**src/rtl/i2c_rb_pkg.sv**
```systemverilog
package i2c_rb_pkg;
   typedef enum logic [2:0] {
      ST_IDLE,
      ST_RX,
      ST_RX_ACK,
      ST_TX,
      ST_TX_ACK
   } rb_state_e;

   typedef enum logic [1:0] {
      BK_ADDR,
      BK_PTR,
      BK_DATA
   } rb_kind_e;
endpackage

```
**src/rtl/i2c_rb_deglitch.sv**
```systemverilog
module i2c_rb_deglitch #(
   parameter int SYNC_STAGES = 2,
   parameter int FILT_LEN    = 3
) (
   input  logic clk,
   input  logic rst_n,
   input  logic din,
   output logic dout
);
   if (SYNC_STAGES < 2) begin : g_bad_sync
      $error("SYNC_STAGES must be at least 2");
   end
   if (FILT_LEN < 1) begin : g_bad_filt
      $error("FILT_LEN must be at least 1");
   end

   logic [SYNC_STAGES-1:0] sync_q;
   logic                   synced;

   always_ff @(posedge clk or negedge rst_n) begin
      if (!rst_n) sync_q <= '1;
      else        sync_q <= {sync_q[SYNC_STAGES-2:0], din};
   end
   assign synced = sync_q[SYNC_STAGES-1];

   if (FILT_LEN == 1) begin : g_pass
      assign dout = synced;
   end else begin : g_filt
      // the output only moves once FILT_LEN samples agree
      logic [FILT_LEN-1:0] hist;
      logic                lvl;
      always_ff @(posedge clk or negedge rst_n) begin
         if (!rst_n) begin
            hist <= '1;
            lvl  <= 1'b1;
         end else begin
            hist <= {hist[FILT_LEN-2:0], synced};
            if (&hist)       lvl <= 1'b1;
            else if (~|hist) lvl <= 1'b0;
         end
      end
      assign dout = lvl;
   end
endmodule

```
**src/rtl/i2c_rb_busev.sv**
```systemverilog
module i2c_rb_busev (
   input  logic clk,
   input  logic rst_n,
   input  logic scl,
   input  logic sda,
   output logic scl_rise,
   output logic scl_fall,
   output logic start_det,
   output logic stop_det
);
   logic scl_q, sda_q;

   always_ff @(posedge clk or negedge rst_n) begin
      if (!rst_n) begin
         scl_q <= 1'b1;
         sda_q <= 1'b1;
      end else begin
         scl_q <= scl;
         sda_q <= sda;
      end
   end

   assign scl_rise  = scl & ~scl_q;
   assign scl_fall  = ~scl & scl_q;
   assign start_det = scl & scl_q & sda_q & ~sda;
   assign stop_det  = scl & scl_q & ~sda_q & sda;
endmodule

```
**src/rtl/i2c_rb_engine.sv**
```systemverilog
module i2c_rb_engine
   import i2c_rb_pkg::*;
#(
   parameter logic [6:0] DEV_ADDR = 7'h68,
   parameter int         PTR_W    = 6
) (
   input  logic             clk,
   input  logic             rst_n,
   input  logic             pwr_fail,
   input  logic             scl_rise,
   input  logic             scl_fall,
   input  logic             start_det,
   input  logic             stop_det,
   input  logic             sda_in,
   input  logic [7:0]       rb_rdata,
   output logic             sda_oe,
   output logic [PTR_W-1:0] rb_addr,
   output logic             rb_we,
   output logic [7:0]       rb_wdata
);
   rb_state_e        state;
   rb_kind_e         kind;
   logic [3:0]       bitcnt;
   logic [7:0]       shreg;
   logic [PTR_W-1:0] ptr;
   logic             rd_mode;
   logic             mst_nack;
   logic             wr_q;
   logic [7:0]       wdat;

   always_ff @(posedge clk or negedge rst_n) begin
      if (!rst_n) begin
         state    <= ST_IDLE;
         kind     <= BK_ADDR;
         bitcnt   <= '0;
         shreg    <= '0;
         ptr      <= '0;
         rd_mode  <= 1'b0;
         mst_nack <= 1'b0;
         wr_q     <= 1'b0;
         wdat     <= '0;
      end else if (pwr_fail) begin
         state  <= ST_IDLE;
         ptr    <= '0;
         wr_q   <= 1'b0;
         bitcnt <= '0;
      end else begin
         wr_q <= 1'b0;
         if (wr_q) ptr <= ptr + 1'b1;
         if (start_det) begin
            state  <= ST_RX;
            kind   <= BK_ADDR;
            bitcnt <= '0;
         end else if (stop_det) begin
            state <= ST_IDLE;
         end else begin
            case (state)
               ST_RX: begin
                  if (scl_rise) begin
                     shreg  <= {shreg[6:0], sda_in};
                     bitcnt <= bitcnt + 1'b1;
                  end else if (scl_fall && bitcnt == 4'd8) begin
                     bitcnt <= '0;
                     case (kind)
                        BK_ADDR: begin
                           if (shreg[7:1] == DEV_ADDR) begin
                              rd_mode <= shreg[0];
                              state   <= ST_RX_ACK;
                           end else begin
                              state <= ST_IDLE;
                           end
                        end
                        BK_PTR: begin
                           ptr   <= shreg[PTR_W-1:0];
                           state <= ST_RX_ACK;
                        end
                        default: begin
                           wr_q  <= 1'b1;
                           wdat  <= shreg;
                           state <= ST_RX_ACK;
                        end
                     endcase
                  end
               end
               ST_RX_ACK: begin
                  if (scl_fall) begin
                     bitcnt <= '0;
                     if (kind == BK_ADDR && rd_mode) begin
                        state <= ST_TX;
                        shreg <= rb_rdata;
                     end else begin
                        state <= ST_RX;
                        kind  <= (kind == BK_ADDR) ? BK_PTR : BK_DATA;
                     end
                  end
               end
               ST_TX: begin
                  if (scl_fall) begin
                     if (bitcnt == 4'd7) begin
                        state <= ST_TX_ACK;
                        ptr   <= ptr + 1'b1;
                     end else begin
                        shreg  <= {shreg[6:0], 1'b0};
                        bitcnt <= bitcnt + 1'b1;
                     end
                  end
               end
               ST_TX_ACK: begin
                  if (scl_rise) begin
                     mst_nack <= sda_in;
                  end else if (scl_fall) begin
                     if (mst_nack) begin
                        state <= ST_IDLE;
                     end else begin
                        state  <= ST_TX;
                        shreg  <= rb_rdata;
                        bitcnt <= '0;
                     end
                  end
               end
               default: ;
            endcase
         end
      end
   end

   assign sda_oe   = (state == ST_RX_ACK) || (state == ST_TX && !shreg[7]);
   assign rb_addr  = ptr;
   assign rb_we    = wr_q;
   assign rb_wdata = wdat;
endmodule

```
**src/rtl/i2c_regbank_target.sv**
```systemverilog
module i2c_regbank_target #(
   parameter logic [6:0] DEV_ADDR    = 7'h68,
   parameter int         PTR_W       = 6,
   parameter int         SYNC_STAGES = 2,
   parameter int         FILT_LEN    = 3
) (
   input  logic             clk,
   input  logic             rst_n,
   input  logic             scl_i,
   input  logic             sda_i,
   output logic             sda_oe_o,
   input  logic             pwr_fail_i,
   output logic [PTR_W-1:0] rb_addr_o,
   output logic             rb_we_o,
   output logic [7:0]       rb_wdata_o,
   input  logic [7:0]       rb_rdata_i
);
   localparam int DEPTH = 1 << PTR_W;

   if (PTR_W < 1 || PTR_W > 8) begin : g_bad_ptr
      $error("PTR_W must lie in 1..8");
   end
   if (DEPTH < 2) begin : g_bad_depth
      $error("register space too small");
   end

   logic [1:0] line_raw, line_flt;
   logic       scl_flt, sda_flt;
   logic       ev_rise, ev_fall, ev_start, ev_stop;

   assign line_raw = {scl_i, sda_i};

   for (genvar g = 0; g < 2; g++) begin : g_line
      i2c_rb_deglitch #(
         .SYNC_STAGES(SYNC_STAGES),
         .FILT_LEN   (FILT_LEN)
      ) u_dg (
         .clk  (clk),
         .rst_n(rst_n),
         .din  (line_raw[g]),
         .dout (line_flt[g])
      );
   end

   assign scl_flt = line_flt[1];
   assign sda_flt = line_flt[0];

   i2c_rb_busev u_ev (
      .clk      (clk),
      .rst_n    (rst_n),
      .scl      (scl_flt),
      .sda      (sda_flt),
      .scl_rise (ev_rise),
      .scl_fall (ev_fall),
      .start_det(ev_start),
      .stop_det (ev_stop)
   );

   i2c_rb_engine #(
      .DEV_ADDR(DEV_ADDR),
      .PTR_W   (PTR_W)
   ) u_eng (
      .clk      (clk),
      .rst_n    (rst_n),
      .pwr_fail (pwr_fail_i),
      .scl_rise (ev_rise),
      .scl_fall (ev_fall),
      .start_det(ev_start),
      .stop_det (ev_stop),
      .sda_in   (sda_flt),
      .rb_rdata (rb_rdata_i),
      .sda_oe   (sda_oe_o),
      .rb_addr  (rb_addr_o),
      .rb_we    (rb_we_o),
      .rb_wdata (rb_wdata_o)
   );
endmodule

```
**config.mk**
```make
export PLATFORM = sky130hd
export DESIGN_NAME = i2c_regbank_target
export DESIGN_NICKNAME = d
export VERILOG_FILES = /design/src/rtl/i2c_rb_pkg.sv /design/src/rtl/i2c_rb_deglitch.sv /design/src/rtl/i2c_rb_busev.sv /design/src/rtl/i2c_rb_engine.sv /design/src/rtl/i2c_regbank_target.sv
export SDC_FILE = /design/constraint.sdc
export NUM_CORES = 1
export LEC_CHECK = 0
export ABC_CLOCK_PERIOD_IN_PS = 2100
export BUFFER_PORTS_ARGS = -buffer_cell sky130_fd_sc_hd__buf_4
export CAP_MARGIN = 25
export CORE_UTILIZATION = 50
export CTS_BUF_LIST = sky130_fd_sc_hd__clkbuf_8
export CTS_CLUSTER_DIAMETER = 100
export DETAILED_ROUTE_END_ITERATION = 8
export PLACE_DENSITY_LB_ADDON = 0.08
export SLEW_MARGIN = 20
export SYNTH_ARGS = -nofsm -noshare
export SYNTH_HDL_FRONTEND = slang
export SYNTH_SLANG_ARGS = --single-unit
export TNS_END_PERCENT = 5
```
**constraint.sdc**
```tcl
create_clock -name clk -period 2.1 [get_ports clk]
set_input_delay 0.63 -clock clk [delete_from_list [all_inputs] [get_ports clk]]
set_output_delay 0.63 -clock clk [all_outputs]
set_load 0.1 [all_outputs]
```
Yosys cells after proc, flatten, opt, wreduce, memory -nomap -nowiden
Index checks and enable logic that the tools add are counted.

storage, ports and cells
  flip-flop bits (word level) = 48
  output and inout bits = 16
  word-level logic and storage cells = 156

operators by class
  add/subtract/negate cells = 2
  equality and inequality tests = 35
  muxes and demuxes = 63
  bitwise operators = 16
  reduce and logical (&&, ||, !) cells = 23

operators by type and width
  cell                                                                      number
  8-bit 2-to-1 mux                                                          8
  6-bit 2-to-1 mux                                                          9
  4-bit 2-to-1 mux                                                          11
  8-bit one-hot mux with 4 select lines                                     1
  3-bit 2-to-1 mux                                                          10
  5-bit by 4-bit inequality test with 1-bit output (second input constant)  6
  2-bit 2-to-1 mux                                                          10
  4-bit one-hot mux with 4 select lines                                     1
  8-bit AND reduction                                                       2
  2-bit by 1-bit inequality test with 1-bit output (second input constant)  6
  2-bit inequality test (second input constant)                             6
  4-bit by 3-bit inequality test with 1-bit output (second input constant)  3
  4-bit inequality test (second input constant)                             3
  3-bit one-hot mux with 4 select lines                                     1
  6-bit one-hot mux with 2 select lines                                     1
  12-bit AND reduction                                                      1
  1-bit 2-to-1 mux                                                          11
  5-bit inequality test (second input constant)                             2
  5-bit AND reduction                                                       2
  1-bit inverter                                                            9
  9-bit AND reduction                                                       1
  1-bit bitwise AND                                                         7
  7-bit equality test (second input constant)                               1
  7-bit AND reduction                                                       1
  other kinds (20)                                                          26

Longest topological paths before layout
Gate-level depths: netlist (run 1).

  word-level depth = 9
  mapped depth = 7

By module
Synthesis (run 1) repeated with hierarchy kept, for this count alone.

second synthesis, totals
  cells, all modules = 242
  area, all modules = 2613.8 um^2

by module, submodules not included
  module           instances  cells each  area an instance (um^2)
  i2c_rb_engine    1          216         2175.8
  i2c_rb_deglitch  2          10          176.4
  i2c_rb_busev     1          6           85.1

Least setup slack after synthesis (run 1)
No wires, ideal clock.

  path kind = flip-flop to output port
  start = reg u_eng.state[1]
  end = out sda_oe_o
  arrival time = 2.383 ns
  required time = 1.470 ns
  slack = -0.913 ns
  cell stages (with the launch flop) = 5
  buffers on the path = 2
  cells stage by stage = dfrtp_1 > buf_6 > or2b_2 > buf_2 > a21oi_1

on the way
  word-level cells in the longest chain between the ends = 3

ends and longest elaborated chain
  item                                            line                      source
  start, declared                                 i2c_rb_engine.sv:21       rb_state_e state;
  start signal, assigned                          i2c_rb_engine.sv:33       state <= ST_IDLE;
  start signal, assigned                          i2c_rb_engine.sv:43       state <= ST_IDLE;
  start signal, assigned                          i2c_rb_engine.sv:51       state <= ST_RX;
  3-bit by 2-bit equality test with 1-bit output  i2c_rb_engine.sv:127      assign sda_oe = (state == ST_RX_ACK) || (state == ST_TX && !shreg[7]);
  1-bit logical AND                               i2c_rb_engine.sv:127
  1-bit logical OR (*)                            i2c_rb_engine.sv:127
  end, declared                                   i2c_regbank_target.sv:11  output logic sda_oe_o,

Every way passes the cells marked *; elsewhere a longest branch is shown, timed or not.

Worst setup path after layout (run 1)
  start = reg u_eng.state[2]
  end = out sda_oe_o

Same word-level chain as after synthesis.

==> results of run 1 <==
[cell families after synthesis]
logic type | after synthesis
and+or+nand+nor | 72
AOI/OAI and AO/OA | 50
DFF | 48
muxes | 29
buffers and inverters | 19
xor gates and xnor gates | 10
adders and majority gates | 3
[synth_stat cells (2+ instances only)]
master / number
buf_1: 2
o211ai_1: 3
and2_1: 3
and2b_2: 2
nand4_1: 4
or3b_2: 3
nor3b_1: 2
a22oi_1: 4
nand2b_1: 2
clkbuf_1: 3
or2b_2: 2
dfstp_2: 14
xor2_1: 2
nand3_1: 9
nor2_1: 7
a21oi_1: 13
inv_1: 9
o21ai_0: 10
o41ai_1: 2
mux2_2: 27
ha_1: 3
dfrtp_1: 34
a21oi_2: 2
nor3_1: 10
nand2_1: 13
xnor2_1: 8
a41oi_1: 2
nand3b_1: 4
clkbuf_8: 2
a211oi_1: 2
and3_1: 2
nor4_1: 2
[critical path, cell delays in order (launching register included)]
cell and delay, ps:
dfrtp_1 440, or2b_4 350, a21oi_4 150, buf_12 190
[power groups by stage]
stage / Sequential (mW) / Clock, mW / Combinational [mW]
floorplan: 1.08 / 0 / 0.222
global placement: 1.09 / 0 / 0.339
detailed placement: 1.09 / 0 / 0.345
CTS: 1.08 / 0.841 / 0.346
global route: 1.09 / 0.868 / 0.386
finish: 1.08 / 0.818 / 0.355
[flip-flops by register name, indices dropped and copies added, names as in the netlist]
register and flops:
u_eng.rb_wdata 8, u_eng.shreg 8, g_line.u_dg.g_filt.hist 6, u_eng.rb_addr 6, g_line.u_dg.sync_q 4, u_eng.bitcnt 4
u_eng.state 3, g_line.u_dg.dout 2, u_eng.kind 2, u_eng.mst_nack 1, u_eng.rb_we 1, u_eng.rd_mode 1
u_ev.scl_q 1, u_ev.sda_q 1
[worst paths after layout]
kind | from | to | slack [ps] | depth (start not counted)
max | u_eng.state[2]$_DFFE_PN0P_ | sda_oe_o | 40 | 3
min | rst_n | u_eng.bitcnt[0]$_DFFE_PN0P_ | 310 | 1
max reg2reg | u_eng.state[1]$_DFFE_PN0P_ | u_eng.shreg[6]$_DFFE_PN0P_ | 40 | 6
min reg2reg | g_line[1].u_dg.sync_q[1]$_DFF_PN1_ | g_line[1].u_dg.g_filt.hist[0]$_DFF_PN1_ | 360 | 0
max in group asynchronous | rst_n | u_eng.rb_wdata[2]$_DFFE_PN0P_ | 1380 | 1
min in group clk | g_line[1].u_dg.sync_q[1]$_DFF_PN1_ | g_line[1].u_dg.g_filt.hist[0]$_DFF_PN1_ | 360 | 0
[routing by layer]
metal	vias to the layer above	GRT usage, %
li1	955	-
met1	962	32.74
met2	41	36.39
met3	15	5.898
met4	0	9.402
met5	-	0
[timing repair]
action	4_1_cts	5_1_grt
setup buffers	0	1
pin swaps	0	2
gates resized for setup	2	10
endpoints found under the setup margin	1	19
[cell type report]
| cell class | instances | area (sq um) |
|---|---|---|
| flip-flops and latches | 48 | 1219 |
| clock inverters | 3 | 68.82 |
| clock buffers | 5 | 68.82 |
| well taps | 67 | 83.83 |
| inverters | 9 | 33.78 |
| fillers | 407 | 1652 |
| multi-input cells | 164 | 1274 |
| repair buffers | 56 | 449.2 |
==> results.ini, run 1 <==
[floorplanning]
die_w_um=73.70
num_rows=25
core_area_sq_um=4848
fp.dieArea_sq_um=5431
die_h_um=73.70
ios=29
initial_core_util_pct=53.01

[timing]
hold_ws_ps=307.5
tns_ps=0
tightest_slew_ps=602.2
fin_crit_sh_pct=98.31
slew_viol_final=0
fin_ws_ps=35.55
slew_headroom_pct=59.86
min_period_ps=2064
hold_violations=0
skew_ps=8.893
setup_viol_count_final=0
rsz0062_at_grt=true
fmax_mhz=484.4

[power_and_ir_drop]
comb_power_share_pct=15.8
p_per_area_nw_per_um2=704.1
switchingPower_mw=0.5991
power_frac_seq_pct=47.9
switching_share_pct=26.62
p_clk_share_pct=36.3
finalPower_mw=2.251
leakagePower_nw=1.427
p_int_mw=1.652
ir_worst_vdd_uv=579.4

[final_layout]
drive_above_1_share_pct=43.86
post-route-util_pct=65.94
synthToLayoutAreaGrowth_pct=24.39
nets=300
final_cells=352
design_area_sq_um=3197
mostFrequentLayoutCell=buf_4
final_cell_mix=53 x buf_4, 34 x dfrtp_1, 27 x mux2_2
antenna_cells=0

[setup_path]
crit_arrival_ps=1430
start_kind=register
path_max_fanout=11
critical_path_required_ps=1470
worstSetupPathType=register to primary output
cp-end-kind=primary output

[global_route]
grt_use_total_pct=23.90
gr-total-overflow=0
grt_antenna_before_repair=0
grt_pass1_wl_um=9425
first_global_vias=1946
grt_max_degree=49

[clock_network]
postCtsHoldBufs=0
clkSlewWorstSetupHoldPaths_ps=90
root_buffer=clkbuf_8
numCtsBuffers=5
clockBufferDepth=2
clkSinkCount=48
cts_tree=built
h-tree-depth=2
clk_latency_ps=320

[drt]
wl_met1_um=2722
drtIter0Drc=117
drt_pass1_iterations=4
route.detailed.drc=0
routed.top_layer=met4
route.met3.wl_um=194
vias_per_cell=5.605
routed_wl_um=5841
wl_met2_um=2783
wire_per_inst_um=16.59
postRouteAntennaNets=0
vias=1973

[logic_synthesis]
synth_edf_count=0
synth_top_area_share_pct=33.11
synthAdderAreaFrac_pct=1.461
synth_cell_types=56
syn-cell-area_sq_um=2570
synthSimpleGateAreaFrac_pct=16.46
synthFlopType=dfrtp_1
synth-compound-area-share_pct=13.58
synth.mux.area_fraction_pct=12.66
ys_seq_elements=48
synthCells=231
synth_xor_area_share_pct=3.408
avgSynthCellArea_sq_um=11.13
ys_warn_count=0
async_flop_share_pct=100.0
yosysSeqAreaShare_pct=47.42
synthTopCellsByArea=dfrtp_1 33%, dfstp_2 14%, mux2_2 12%, xnor2_1 2.7%, a21oi_1 2.5%
syn_nets=247
synth.largest_area_cell=dfrtp_1
synth_top_family_by_area=simple AND/OR/NAND/NOR gates

[placed_design]
hpwlAfterDp_um=4236
port_buffers=28
placed_cells=343
place_area_sq_um=2995
dp_slack_ps=35.26
gp_congestion=0.9082

[hold_path]
hp-class=input pin to asynchronous set/reset pin

[run_status]
run_status=finished clean

[run]
maxCapViolations=0

(Power assumes the default switching activity.)
==> inputs of run 2 (changes only) <==
--- a/config.mk
+++ b/config.mk
@@ -5,7 +5,7 @@
 export SDC_FILE = /design/constraint.sdc
 export NUM_CORES = 1
 export LEC_CHECK = 0
-export ABC_CLOCK_PERIOD_IN_PS = 2100
+export ABC_CLOCK_PERIOD_IN_PS = 1800
 export BUFFER_PORTS_ARGS = -buffer_cell sky130_fd_sc_hd__buf_4
 export CAP_MARGIN = 25
 export CORE_UTILIZATION = 50
==> constraint.sdc (replaced) <==
create_clock -name clk -period 1.8 [get_ports clk]
set_input_delay 0.54 -clock clk [delete_from_list [all_inputs] [get_ports clk]]
set_output_delay 0.54 -clock clk [all_outputs]
set_load 0.01 [all_outputs]
==> results.ini, run 2 (synthesis results as in run 1) <==
[run_status]
run_status=finished, violations left
violations=setup timing

[final_layout]
synthToLayoutAreaGrowth_pct=33.89
design_area_sq_um=3441
nets=328
mostFrequentLayoutCell=buf_4
final_cell_mix=79 x buf_4, 34 x dfrtp_1, 27 x mux2_2
seqCellArea_sq_um=1219
fillers=372
antenna_cells=0
multi_input_area_sq_um=1316
drive_above_1_share_pct=51.44

[timing]
setup_viol_count_final=28
fin_crit_sh_pct=116.6
tightest_slew_ps=602.1
slew_viol_final=0
hold_ws_ps=229.9
hold_violations=0
tns_ps=-4965
fin_ws_ps=-299.6
min_period_ps=2100
rsz0062_at_grt=true
slew_headroom_pct=59.86
skew_ps=10.20
fmax_mhz=476.3

[global_route]
first_global_vias=2117
grt_use_total_pct=25.45
grt_antenna_before_repair=0
grt_max_degree=49
gr-total-overflow=0
grt_pass1_wl_um=10200

[setup_path]
cp_top_family=simple AND/OR/NAND/NOR gates
rr_startpoint=u_eng.state[1]$_DFFE_PN0P_
cp_num_buf_inv=1
crit_arrival_ps=2300
critical_path_required_ps=2000
path_max_fanout=8
cp-end-kind=register
crit_chain=or4b_4 > a21oi_2 > o21ai_2 > a2111oi_4 > buf_6 > mux2_2
worstSetupPathType=register to register
cpPeakStageDelay_ps=530
startpoint=u_eng.state[1]$_DFFE_PN0P_
crit_path_top_delay_cell=or4b_4
start_kind=register

[floorplanning]
initial_core_util_pct=53.01
num_rows=25
core_area_sq_um=4848
die_w_um=73.70
ios=29
fp.dieArea_sq_um=5431
die_h_um=73.70

[power_and_ir_drop]
p_per_area_nw_per_um2=751.6
leakagePower_nw=1.585
ir_worst_vdd_uv=602.7

[clock_network]
h-tree-depth=2
clk_latency_ps=310
numCtsBuffers=5
clkSinkCount=48
root_buffer=clkbuf_8
clkSlewWorstSetupHoldPaths_ps=90
clockBufferDepth=2
cts_tree=built
postCtsHoldBufs=0

[drt]
drt_pass1_iterations=4
route.detailed.drc=0
vias=2111
drtIter0Drc=174
postRouteAntennaNets=0
vias_per_cell=5.555
wire_per_inst_um=16.34
routed_wl_um=6209

[hold_path]
hp-class=input pin to asynchronous set/reset pin

[placed_design]
place_area_sq_um=3172
dp_slack_ps=-320.4
hpwlAfterDp_um=4441
port_buffers=28
gp_congestion=0.8988

[run]
maxCapViolations=0

## run 2: cell types whose count changed in the layout (fill, tap and decap cells not counted), moves of 2 or more
cell	before	now
buf_4	53	79
o21ai_0	10	8
o41ai_1	2	0
buf_6	1	3
nor2_2	0	2
o21ai_2	0	2
nor3_1	9	7
## run 2: layer usage
metal	up-vias	routed length [um]	track usage, %
li1	1008	-	-
met2	41	2977	40.88
met3	12	191	4.527
met5	-	0	0
met1	1050	2927	34.01
met4	0	112	10.47
## run 2: layout make-up
cell class                 instances  area share [%]
sequential                        48           35.42
multi-input combinational        164           38.25
inverter                           9          0.9818
tap                               67           2.436
timing repair buffer              84           19.38
clock buffer                       6           2.400
clock inverter                     2           1.127
## run 2: power breakdown
part / switching (mW) / internal (mW)
Combinational: 0.261 / 0.265
Sequential: 0.0625 / 1.17
Clock: 0.375 / 0.454
Total: 0.698 / 1.89
## run 2: final timing paths
path                                                                end  slack, ps  depth (start not counted)
worst min register to register  g_line[1].u_dg.g_filt.hist[0]$_DFF_PN1_        350                          0
worst max-delay path                         u_eng.shreg[7]$_DFFE_PN0P_       -300                          6
worst max register to register               u_eng.shreg[7]$_DFFE_PN0P_       -300                          6
max in group asynchronous                    u_eng.shreg[6]$_DFFE_PN0P_       1160                          1
worst min-delay path                         u_eng.state[2]$_DFFE_PN0P_        230                          1
min in group clk                     g_line[0].u_dg.sync_q[0]$_DFF_PN1_        330                          1
## run 2: worst register-to-register path, delay by kind of cell, from the launching register on
| family | cells | cell delay, ps |
|---|---|---|
| AND/OR/NAND/NOR | 1 | 530 |
| buffers and inverters | 1 | 190 |
| multiplexers | 1 | 330 |
| flip-flops | 1 | 430 |
| AO/OA/AOI/OAI | 3 | 510 |
## run 2: per-stage QoR
step                utilization [%]  cells  power [mW]
global placement              65.42    368       1.728
finish                        70.97    380       2.586
global route                  70.97    380       2.695
CTS                           70.37    380       2.591
detailed placement            65.42    368       1.742
floorplan                         -    231       1.506
## run 2: timing repair
| item | 4_1_cts | 5_1_grt |
|---|---|---|
| gates resized for setup | 16 | 8 |
| setup buffers | 4 | 0 |
| setup endpoints to repair | 32 | 35 |
| pin swaps | 6 | 2 |
